### src/rtl/hce_pkg.sv
// Package: shared codes and the action record passed from the decoder to
// the state registers of the host command dispatcher.
package hce_pkg;
    localparam logic [7:0] PT_BUS  = 8'd0;
    localparam logic [7:0] PT_CTRL = 8'd1;
    localparam logic [7:0] PT_ERR  = 8'd2;

    localparam logic [7:0] ERR_UNKNOWN = 8'h02;
    localparam logic [7:0] ERR_ARGS    = 8'h05;
    localparam logic [7:0] AP_REPORT   = 8'h40;

    localparam logic [7:0] CMD_AUTOPOLL  = 8'h01;
    localparam logic [7:0] CMD_GET_TIME  = 8'h03;
    localparam logic [7:0] CMD_SET_TIME  = 8'h09;
    localparam logic [7:0] CMD_POWER_OFF = 8'h0A;
    localparam logic [7:0] CMD_FS_FLAG   = 8'h0E;
    localparam logic [7:0] CMD_SYS_RESET = 8'h11;
    localparam logic [7:0] CMD_RATE      = 8'h14;
    localparam logic [7:0] CMD_DEV_LIST  = 8'h19;
    localparam logic [7:0] CMD_PWR_MSG   = 8'h21;

    // Seconds between the 1904 and 1970 epochs
    localparam logic [31:0] EPOCH_SHIFT = 32'd2082844800;

    typedef struct packed {
        logic        ap_wr;
        logic        ap_val;
        logic        rate_wr;
        logic [7:0]  rate_val;
        logic        mask_wr;
        logic [15:0] mask_val;
        logic        time_wr;
        logic [31:0] time_val;
        logic        pwr;
        logic        sysrst;
    } act_t;
endpackage

### src/rtl/hce_rtc.sv
// Seconds clock: a prescaler divides clk by TICK_DIV and advances a 32-bit
// seconds count. A load sets the count and restarts the prescaler.
// Assumes TICK_DIV >= 1.
module hce_rtc #(
    parameter int unsigned  TICK_DIV = 50_000_000,
    parameter logic [31:0]  SEC_INIT = 32'd0
) (
    input  logic        clk,
    input  logic        rst_n,
    input  logic        ld,
    input  logic [31:0] ld_val,
    output logic [31:0] sec
);
    localparam int PW = (TICK_DIV > 1) ? $clog2(TICK_DIV) : 1;

    logic [PW-1:0] pre;
    logic          tick;

    assign tick = (pre == PW'(TICK_DIV - 1));

    // Prescaler and seconds count, load has priority over the tick
    always_ff @(posedge clk) begin
        if (!rst_n) begin
            pre <= '0;
            sec <= SEC_INIT;
        end else if (ld) begin
            pre <= '0;
            sec <= ld_val;
        end else if (tick) begin
            pre <= '0;
            sec <= sec + 32'd1;
        end else begin
            pre <= pre + PW'(1);
        end
    end

    AST_SEC_STEP: assert property (@(posedge clk) disable iff (!rst_n)
        !ld |=> (sec == $past(sec) || sec == $past(sec) + 32'd1));
    AST_SEC_LOAD: assert property (@(posedge clk) disable iff (!rst_n)
        ld |=> sec == $past(ld_val));
endmodule

### src/rtl/hce_decode.sv
// Command decoder: combinational. It checks a type-1 packet, builds the
// success or error reply and lists the state updates to apply. Only packet
// bytes 0..5 matter to it. Assumes RSP_BYTES >= 7.
module hce_decode
    import hce_pkg::*;
#(
    parameter int LENW      = 5,
    parameter int RSP_BYTES = 16,
    localparam int RLW      = $clog2(RSP_BYTES + 1)
) (
    input  logic [LENW-1:0]        len,
    input  logic [47:0]            pkt,
    input  logic [31:0]            sec,
    output logic                   reply,
    output logic [RLW-1:0]         rlen,
    output logic [RSP_BYTES*8-1:0] rsp,
    output act_t                   act
);
    logic [7:0]      cmd, a0, a1, a2, a3;
    logic [LENW-1:0] nargs;
    logic            known, good;

    assign cmd   = pkt[15:8];
    assign a0    = pkt[23:16];
    assign a1    = pkt[31:24];
    assign a2    = pkt[39:32];
    assign a3    = pkt[47:40];
    assign nargs = len - LENW'(2);

    // Validate the command and form its reply and actions
    always_comb begin
        reply = 1'b0;
        rlen  = '0;
        rsp   = '0;
        act   = '0;
        known = 1'b1;
        good  = 1'b0;
        if (pkt[7:0] == PT_CTRL && len >= LENW'(2)) begin
            reply = 1'b1;
            case (cmd)
                CMD_AUTOPOLL: begin
                    good       = (nargs == LENW'(1));
                    act.ap_wr  = good;
                    act.ap_val = (a0 != 8'd0);
                end
                CMD_GET_TIME:  good = (nargs == LENW'(0));
                CMD_SET_TIME: begin
                    good         = (nargs == LENW'(4));
                    act.time_wr  = good;
                    act.time_val = {a0, a1, a2, a3};
                end
                CMD_POWER_OFF: begin
                    good    = (nargs == LENW'(0));
                    act.pwr = good;
                end
                CMD_FS_FLAG, CMD_PWR_MSG: good = (nargs == LENW'(1));
                CMD_SYS_RESET: begin
                    good       = (nargs == LENW'(0));
                    act.sysrst = good;
                end
                CMD_RATE: begin
                    good         = (nargs == LENW'(1)) && (a0 != 8'd0);
                    act.rate_wr  = good;
                    act.rate_val = a0;
                end
                CMD_DEV_LIST: begin
                    good         = (nargs == LENW'(2));
                    act.mask_wr  = good;
                    act.mask_val = {a0, a1};
                end
                default: known = 1'b0;
            endcase
            if (!known) begin
                rsp[31:0] = {cmd, PT_CTRL, ERR_UNKNOWN, PT_ERR};
                rlen      = RLW'(4);
            end else if (!good) begin
                rsp[31:0] = {cmd, PT_CTRL, ERR_ARGS, PT_ERR};
                rlen      = RLW'(4);
            end else begin
                rsp[23:0] = {cmd, 8'h00, PT_CTRL};
                rlen      = RLW'(3);
                if (cmd == CMD_GET_TIME) begin
                    rsp[55:24] = {sec[7:0], sec[15:8], sec[23:16], sec[31:24]};
                    rlen       = RLW'(7);
                end
            end
        end
    end
endmodule

### src/rtl/host_cmd_dispatch.sv
// Host command dispatcher: runs controller commands, forwards peripheral-bus
// packets, formats bus completions and autopoll reports, and holds the
// autopoll registers and the seconds clock. Assumes REQ_BYTES >= 6,
// RSP_BYTES >= 7 and POLL_BYTES + 2 <= RSP_BYTES.
module host_cmd_dispatch
    import hce_pkg::*;
#(
    parameter int unsigned TICK_DIV   = 50_000_000,
    parameter logic [31:0] UNIX_INIT  = 32'd0,
    parameter int          REQ_BYTES  = 16,
    parameter int          RSP_BYTES  = 16,
    parameter int          POLL_BYTES = 8,
    parameter logic [7:0]  RATE_INIT  = 8'd11,
    localparam int LENW = $clog2(REQ_BYTES + 1),
    localparam int RLW  = $clog2(RSP_BYTES + 1),
    localparam int PLW  = $clog2(POLL_BYTES + 1)
) (
    input  logic                       clk,
    input  logic                       rst_n,
    input  logic                       req_valid,
    input  logic [LENW-1:0]            req_len,
    input  logic [REQ_BYTES*8-1:0]     req_data,
    output logic                       bus_go,
    output logic [7:0]                 bus_cmd,
    output logic [(REQ_BYTES-2)*8-1:0] bus_args,
    output logic [LENW-1:0]            bus_argc,
    input  logic                       bus_done,
    input  logic [7:0]                 bus_code,
    input  logic [PLW-1:0]             bus_len,
    input  logic [POLL_BYTES*8-1:0]    bus_data,
    input  logic                       poll_valid,
    input  logic [PLW-1:0]             poll_len,
    input  logic [POLL_BYTES*8-1:0]    poll_data,
    output logic                       rsp_valid,
    output logic [RLW-1:0]             rsp_len,
    output logic [RSP_BYTES*8-1:0]     rsp_data,
    output logic                       ap_enable,
    output logic [7:0]                 ap_rate,
    output logic [15:0]                ap_mask,
    output logic                       pwr_down_req,
    output logic                       sys_reset_req
);
    typedef logic [RSP_BYTES*8-1:0] buf_t;

    logic           dec_reply, apply, is_bus_req, nxt_v;
    logic [RLW-1:0] dec_len, nxt_len;
    buf_t           dec_rsp, nxt_data;
    act_t           act;
    logic [31:0]    sec;

    hce_rtc #(.TICK_DIV(TICK_DIV), .SEC_INIT(EPOCH_SHIFT + UNIX_INIT)) u_rtc (
        .clk(clk), .rst_n(rst_n), .ld(apply && act.time_wr),
        .ld_val(act.time_val), .sec(sec)
    );

    hce_decode #(.LENW(LENW), .RSP_BYTES(RSP_BYTES)) u_dec (
        .len(req_len), .pkt(req_data[47:0]), .sec(sec),
        .reply(dec_reply), .rlen(dec_len), .rsp(dec_rsp), .act(act)
    );

    assign apply      = req_valid && dec_reply;
    assign is_bus_req = req_valid && req_data[7:0] == PT_BUS && req_len >= LENW'(2);

    // Pick the reply source: request, then bus completion, then poll result
    always_comb begin
        nxt_v    = 1'b0;
        nxt_len  = '0;
        nxt_data = '0;
        if (req_valid) begin
            nxt_v    = dec_reply;
            nxt_len  = dec_len;
            nxt_data = dec_rsp;
        end else if (bus_done) begin
            nxt_v = 1'b1;
            if (bus_code == 8'd0) begin
                nxt_data = buf_t'({bus_data, 8'h00, PT_BUS});
                nxt_len  = RLW'(bus_len) + RLW'(2);
            end else begin
                nxt_data = buf_t'({bus_cmd, bus_code, PT_BUS});
                nxt_len  = RLW'(3);
            end
        end else if (poll_valid && ap_enable) begin
            nxt_v    = 1'b1;
            nxt_data = buf_t'({poll_data, AP_REPORT, PT_BUS});
            nxt_len  = RLW'(poll_len) + RLW'(2);
        end
    end

    // Register the reply, the request pulses and the bus hand-off
    always_ff @(posedge clk) begin
        if (!rst_n) begin
            rsp_valid     <= 1'b0;
            rsp_len       <= '0;
            rsp_data      <= '0;
            pwr_down_req  <= 1'b0;
            sys_reset_req <= 1'b0;
            bus_go        <= 1'b0;
            bus_cmd       <= '0;
            bus_args      <= '0;
            bus_argc      <= '0;
        end else begin
            rsp_valid     <= nxt_v;
            rsp_len       <= nxt_len;
            rsp_data      <= nxt_data;
            pwr_down_req  <= apply && act.pwr;
            sys_reset_req <= apply && act.sysrst;
            bus_go        <= is_bus_req;
            if (is_bus_req) begin
                bus_cmd  <= req_data[15:8];
                bus_args <= req_data[REQ_BYTES*8-1:16];
                bus_argc <= req_len - LENW'(2);
            end
        end
    end

    // Autopoll configuration registers, written only by accepted commands
    always_ff @(posedge clk) begin
        if (!rst_n) begin
            ap_enable <= 1'b0;
            ap_rate   <= RATE_INIT;
            ap_mask   <= 16'h0000;
        end else if (apply) begin
            if (act.ap_wr)   ap_enable <= act.ap_val;
            if (act.rate_wr) ap_rate   <= act.rate_val;
            if (act.mask_wr) ap_mask   <= act.mask_val;
        end
    end

    AST_AP_OFF_AFTER_RST: assert property (@(posedge clk) disable iff (!rst_n)
        $rose(rst_n) |-> !ap_enable);
    AST_CTRL_ANSWERED: assert property (@(posedge clk) disable iff (!rst_n)
        (req_valid && req_data[7:0] == PT_CTRL && req_len >= LENW'(2))
        |=> rsp_valid && (rsp_data[7:0] == PT_CTRL || rsp_data[7:0] == PT_ERR));
    AST_ERR_FOUR: assert property (@(posedge clk) disable iff (!rst_n)
        (rsp_valid && rsp_data[7:0] == PT_ERR) |-> rsp_len == RLW'(4));
    AST_PULSE_WITH_ACK: assert property (@(posedge clk) disable iff (!rst_n)
        (pwr_down_req || sys_reset_req) |-> rsp_valid && rsp_data[7:0] == PT_CTRL);
    AST_POLL_GATED: assert property (@(posedge clk) disable iff (!rst_n)
        (poll_valid && !ap_enable && !req_valid && !bus_done) |=> !rsp_valid);
    AST_OTHER_SILENT: assert property (@(posedge clk) disable iff (!rst_n)
        (req_valid && req_data[7:0] != PT_CTRL) |=> !rsp_valid);
endmodule

### config.mk
export PLATFORM = sky130hd
export DESIGN_NAME = host_cmd_dispatch
export DESIGN_NICKNAME = d
export VERILOG_FILES = /design/src/rtl/hce_pkg.sv /design/src/rtl/hce_rtc.sv /design/src/rtl/hce_decode.sv /design/src/rtl/host_cmd_dispatch.sv
export SDC_FILE = /design/constraint.sdc
export NUM_CORES = 1
export LEC_CHECK = 0
export BUFFER_PORTS_ARGS = -buffer_cell sky130_fd_sc_hd__buf_2
export CORE_AREA = 2 2 219 221
export CTS_CLUSTER_DIAMETER = 100
export CTS_CLUSTER_SIZE = 30
export DETAILED_ROUTE_END_ITERATION = 8
export DIE_AREA = 0 0 221 223
export GPL_TIMING_DRIVEN = 0
export PLACE_DENSITY = 0.61
export SYNTH_ARGS = -nofsm -noshare
export SYNTH_HDL_FRONTEND = slang
export SYNTH_SLANG_ARGS = --single-unit
### constraint.sdc
create_clock -name clk -period 5.28 [get_ports clk]
set_input_delay 0.264 -clock clk [delete_from_list [all_inputs] [get_ports clk]]
set_output_delay 0.264 -clock clk [all_outputs]
set_load 0.1 [all_outputs]
==> flow_metrics.tcl <==
set metrics [dict create \
    status "finished clean" \
    p_comb_share_pct 13.3 \
    fp.dieH_microns 223 \
    h-tree-depth 1 \
    firstDrtPassIters 6 \
    rsz0062_at_grt "no" \
    placed_cell_area_sq_mm 0.0157 \
    yosysUniqueCellTypes 56 \
    pin_count 569 \
    tns_ps 0 \
    arrival_ps 3910 \
    n_fill_cell 4828 \
    drive_gt1_share_pct 28.0 \
    power_switching_mw 1.19 \
    setup_violations 0 \
    end_kind "register" \
    drt-initial-drc-count 606 \
    gr-usage-all-layers_pct 20.1 \
    syn-cell-area_sq_mm 0.0121 \
    start_util_pct 25.7 \
    skew_ps 22.5 \
    cts-root-buf "clkbuf_16" \
    fin_nets 2483 \
    tightest_slew_ps 919 \
    clk_latency_ps 530 \
    max_stage_delay_ps 630 \
    ys_seq_area_share_pct 48.1 \
    fin_crit_sh_pct 65.6 \
    power.internal_mw 3.02 \
    peakVddDrop_mv 0.236 \
    hold_class "in -> reg" \
    synth-edff-count 0 \
    finalMaxSlewViolations 0 \
    hold-worst-slack_ps 23.4 \
    cp_slowest_cell "dlygate4sd3_1" \
    finish.instance_area_sq_mm 0.0178 \
    period_minus_slack_ps 3460 \
    layout_commonest_cell "buf_2" \
    drc 0 \
    rows 80 \
    cp_max_fo 10 \
    viasPerCell 4.70 \
    yosysWarnings 0 \
    overflow 0 \
    finalPower_mw 4.21 \
    max_slew_margin_pct 38.7 \
    drt-wirelength-per-cell_microns 18.5 \
    cellPowerDensity_mw_per_mm2 237 \
    clock-sinks 291 \
    cap_violations 0 \
    finalHoldViolations 0 \
    io_buffers 512 \
    avgSynthCellArea_sq_um 8.35 \
    grt_pass1_vias 13352 \
    numCtsBuffers 15 \
    core-area_sq_mm 0.0471 \
    wl_mm 52.3 \
    syn_to_final_growth_pct 46.7 \
    hpwl_mm 40.4 \
    synth_cells 1452 \
    ys_ff_latch 291 \
    ys.flop_type "dfxtp_1" \
    die_area_sq_mm 0.0493 \
    clock.fmax_ghz 0.289 \
    startpoint_type "input port" \
    grt_max_degree 31 \
    ys_async_sr_fraction_pct 0 \
    antenna_found_initial 1 \
    cts.path.max_buffers 3 \
    gp_congestion 0.914 \
    clk_pin_slew_ps 120 \
    seqCellArea_sq_mm 0.00583 \
    path_cells "dlygate4sd3_1, buf_2, nor4_1, nand2_1, nor2_1, buf_2, buf_1, a22oi_1, dlygate4sd3_1, nor2_1" \
    critPathKind "in -> reg" \
    p_leak_nw 7.59 \
    grt_pass1_wl_mm 77.6 \
    vias 13256 \
    crit_required_ps 5730 \
    final_cell_mix "buf_2 (522), nand2_1 (291), dfxtp_1 (291), a21oi_1 (167), dlygate4sd3_1 (162)" \
    multi_input_area_sq_mm 0.00564 \
    postRouteAntennaNets 0 \
    cts_tree "done" \
    switching_share_pct 28.2 \
    layout.cells.non_filler 2819 \
    dp_cells 2632 \
    p_seq_share_pct 52.4 \
    die-width_microns 221 \
    pwr-share-clk_pct 34.4 \
]
-- per-stage QoR --
stage | util [%] | setup WS, ps
3_5_place_dp | 33.2 | 1930
6_report | 37.7 | 1820
3_3_place_gp | 33.2 | 1960
4_1_cts | 37.7 | 1910
2_1_floorplan | - | 2980
5_1_grt | 37.7 | 1670
-- state kept, by name, indices dropped and copies added (netlist names) --
| register | flops |
|---|---|
| ap_enable | 1 |
| rsp_len | 5 |
| bus_cmd | 8 |
| bus_go | 1 |
| sys_reset_req | 1 |
| u_rtc.sec | 32 |
| pwr_down_req | 1 |
| u_rtc.pre | 26 |
| ap_mask | 16 |
| bus_argc | 5 |
| rsp_valid | 1 |
| bus_args | 112 |
| rsp_data | 74 |
| ap_rate | 8 |
-- layout make-up --
type                    count  area share (%)
multi-input cells        1046            31.7
plain buffers             154            4.50
inverters                  14           0.296
well taps                 615            4.33
repair buffers            674            23.5
diodes                      1          0.0141
flip-flops and latches    291            32.8
clock inverters             8           0.647
clock buffers              16            2.19
-- power by group through the flow --
stage / Clock, mW / Combinational [mW] / Sequential, mW
2_1_floorplan: 0 / 0.265 / 2.28
3_3_place_gp: 0 / 0.468 / 2.25
3_5_place_dp: 0 / 0.471 / 2.25
4_1_cts: 1.50 / 0.555 / 2.20
5_1_grt: 1.56 / 0.589 / 2.20
6_report: 1.45 / 0.559 / 2.20
-- metal layers --
layer | wire length [microns] | vias to the layer above | track usage [%]
li1 | - | 6382 | -
met1 | 21500 | 6260 | 23.6
met2 | 26100 | 544 | 36.9
met3 | 3070 | 70 | 3.92
met4 | 1530 | 0 | 5.69
met5 | 0 | - | 0
-- worst paths after layout --
check,slack [ps],cells after the start,startpoint,end
hold / removal,20,3,req_data[25],bus_args[9]$_SDFFE_PN0P_
setup reg to reg,2120,7,ap_enable$_SDFFE_PN0P_,rsp_data[57]$_SDFF_PP0_
setup / recovery,1820,10,bus_code[5],rsp_data[57]$_SDFF_PP0_
hold reg to reg,450,2,bus_args[33]$_SDFFE_PN0P_,bus_args[33]$_SDFFE_PN0P_
-- critical path, delay by kind of cell --
family / cells / cell delay, ps
AOI/OAI and AO/OA: 1 / 200
buffers and inverters: 5 / 2150
and+or+nand+nor: 4 / 1290
-- cells by family (layout without fill, tap and decap cells) --
group                      after synthesis  in the layout  share of synthesized area (%)
AOI/OAI and AO/OA                      331            331                           16.8
xor gates and xnor gates                50             50                           3.61
buffers and inverters                  168            866                           7.04
DFF                                    291            291                           48.1
other                                    1             55                         0.0309
adders and majority gates                5              5                          0.516
muxes                                   18             18                           1.49
and+or+nand+nor                        588            588                           22.5
-- timing repair --
action / 4_1_cts / 5_1_grt
buffers inserted: 0 / 0
hold buffers: 162 / 0
resized for setup: 0 / 0
endpoints found under the hold margin: 144 / 0
-- synth_stat cells (10+ instances only) --
cell type / n / share of area [%]
nor4_1: 12 / 0.62
a21oi_1: 167 / 6.9
and3_1: 21 / 1.1
a22oi_1: 58 / 3.6
nand2_1: 291 / 9.0
nor3_1: 16 / 0.66
inv_1: 13 / 0.40
dfxtp_1: 291 / 48
buf_2: 10 / 0.41
nand3_1: 54 / 2.2
nor2_1: 118 / 3.7
o21ai_0: 38 / 1.6
clkbuf_1: 81 / 2.5
mux2i_1: 18 / 1.5
buf_4: 54 / 3.3
o2bb2ai_1: 29 / 2.1
xnor2_1: 19 / 1.4
nand4_1: 19 / 0.98
xor2_1: 31 / 2.2
(Power assumes the default switching activity.)
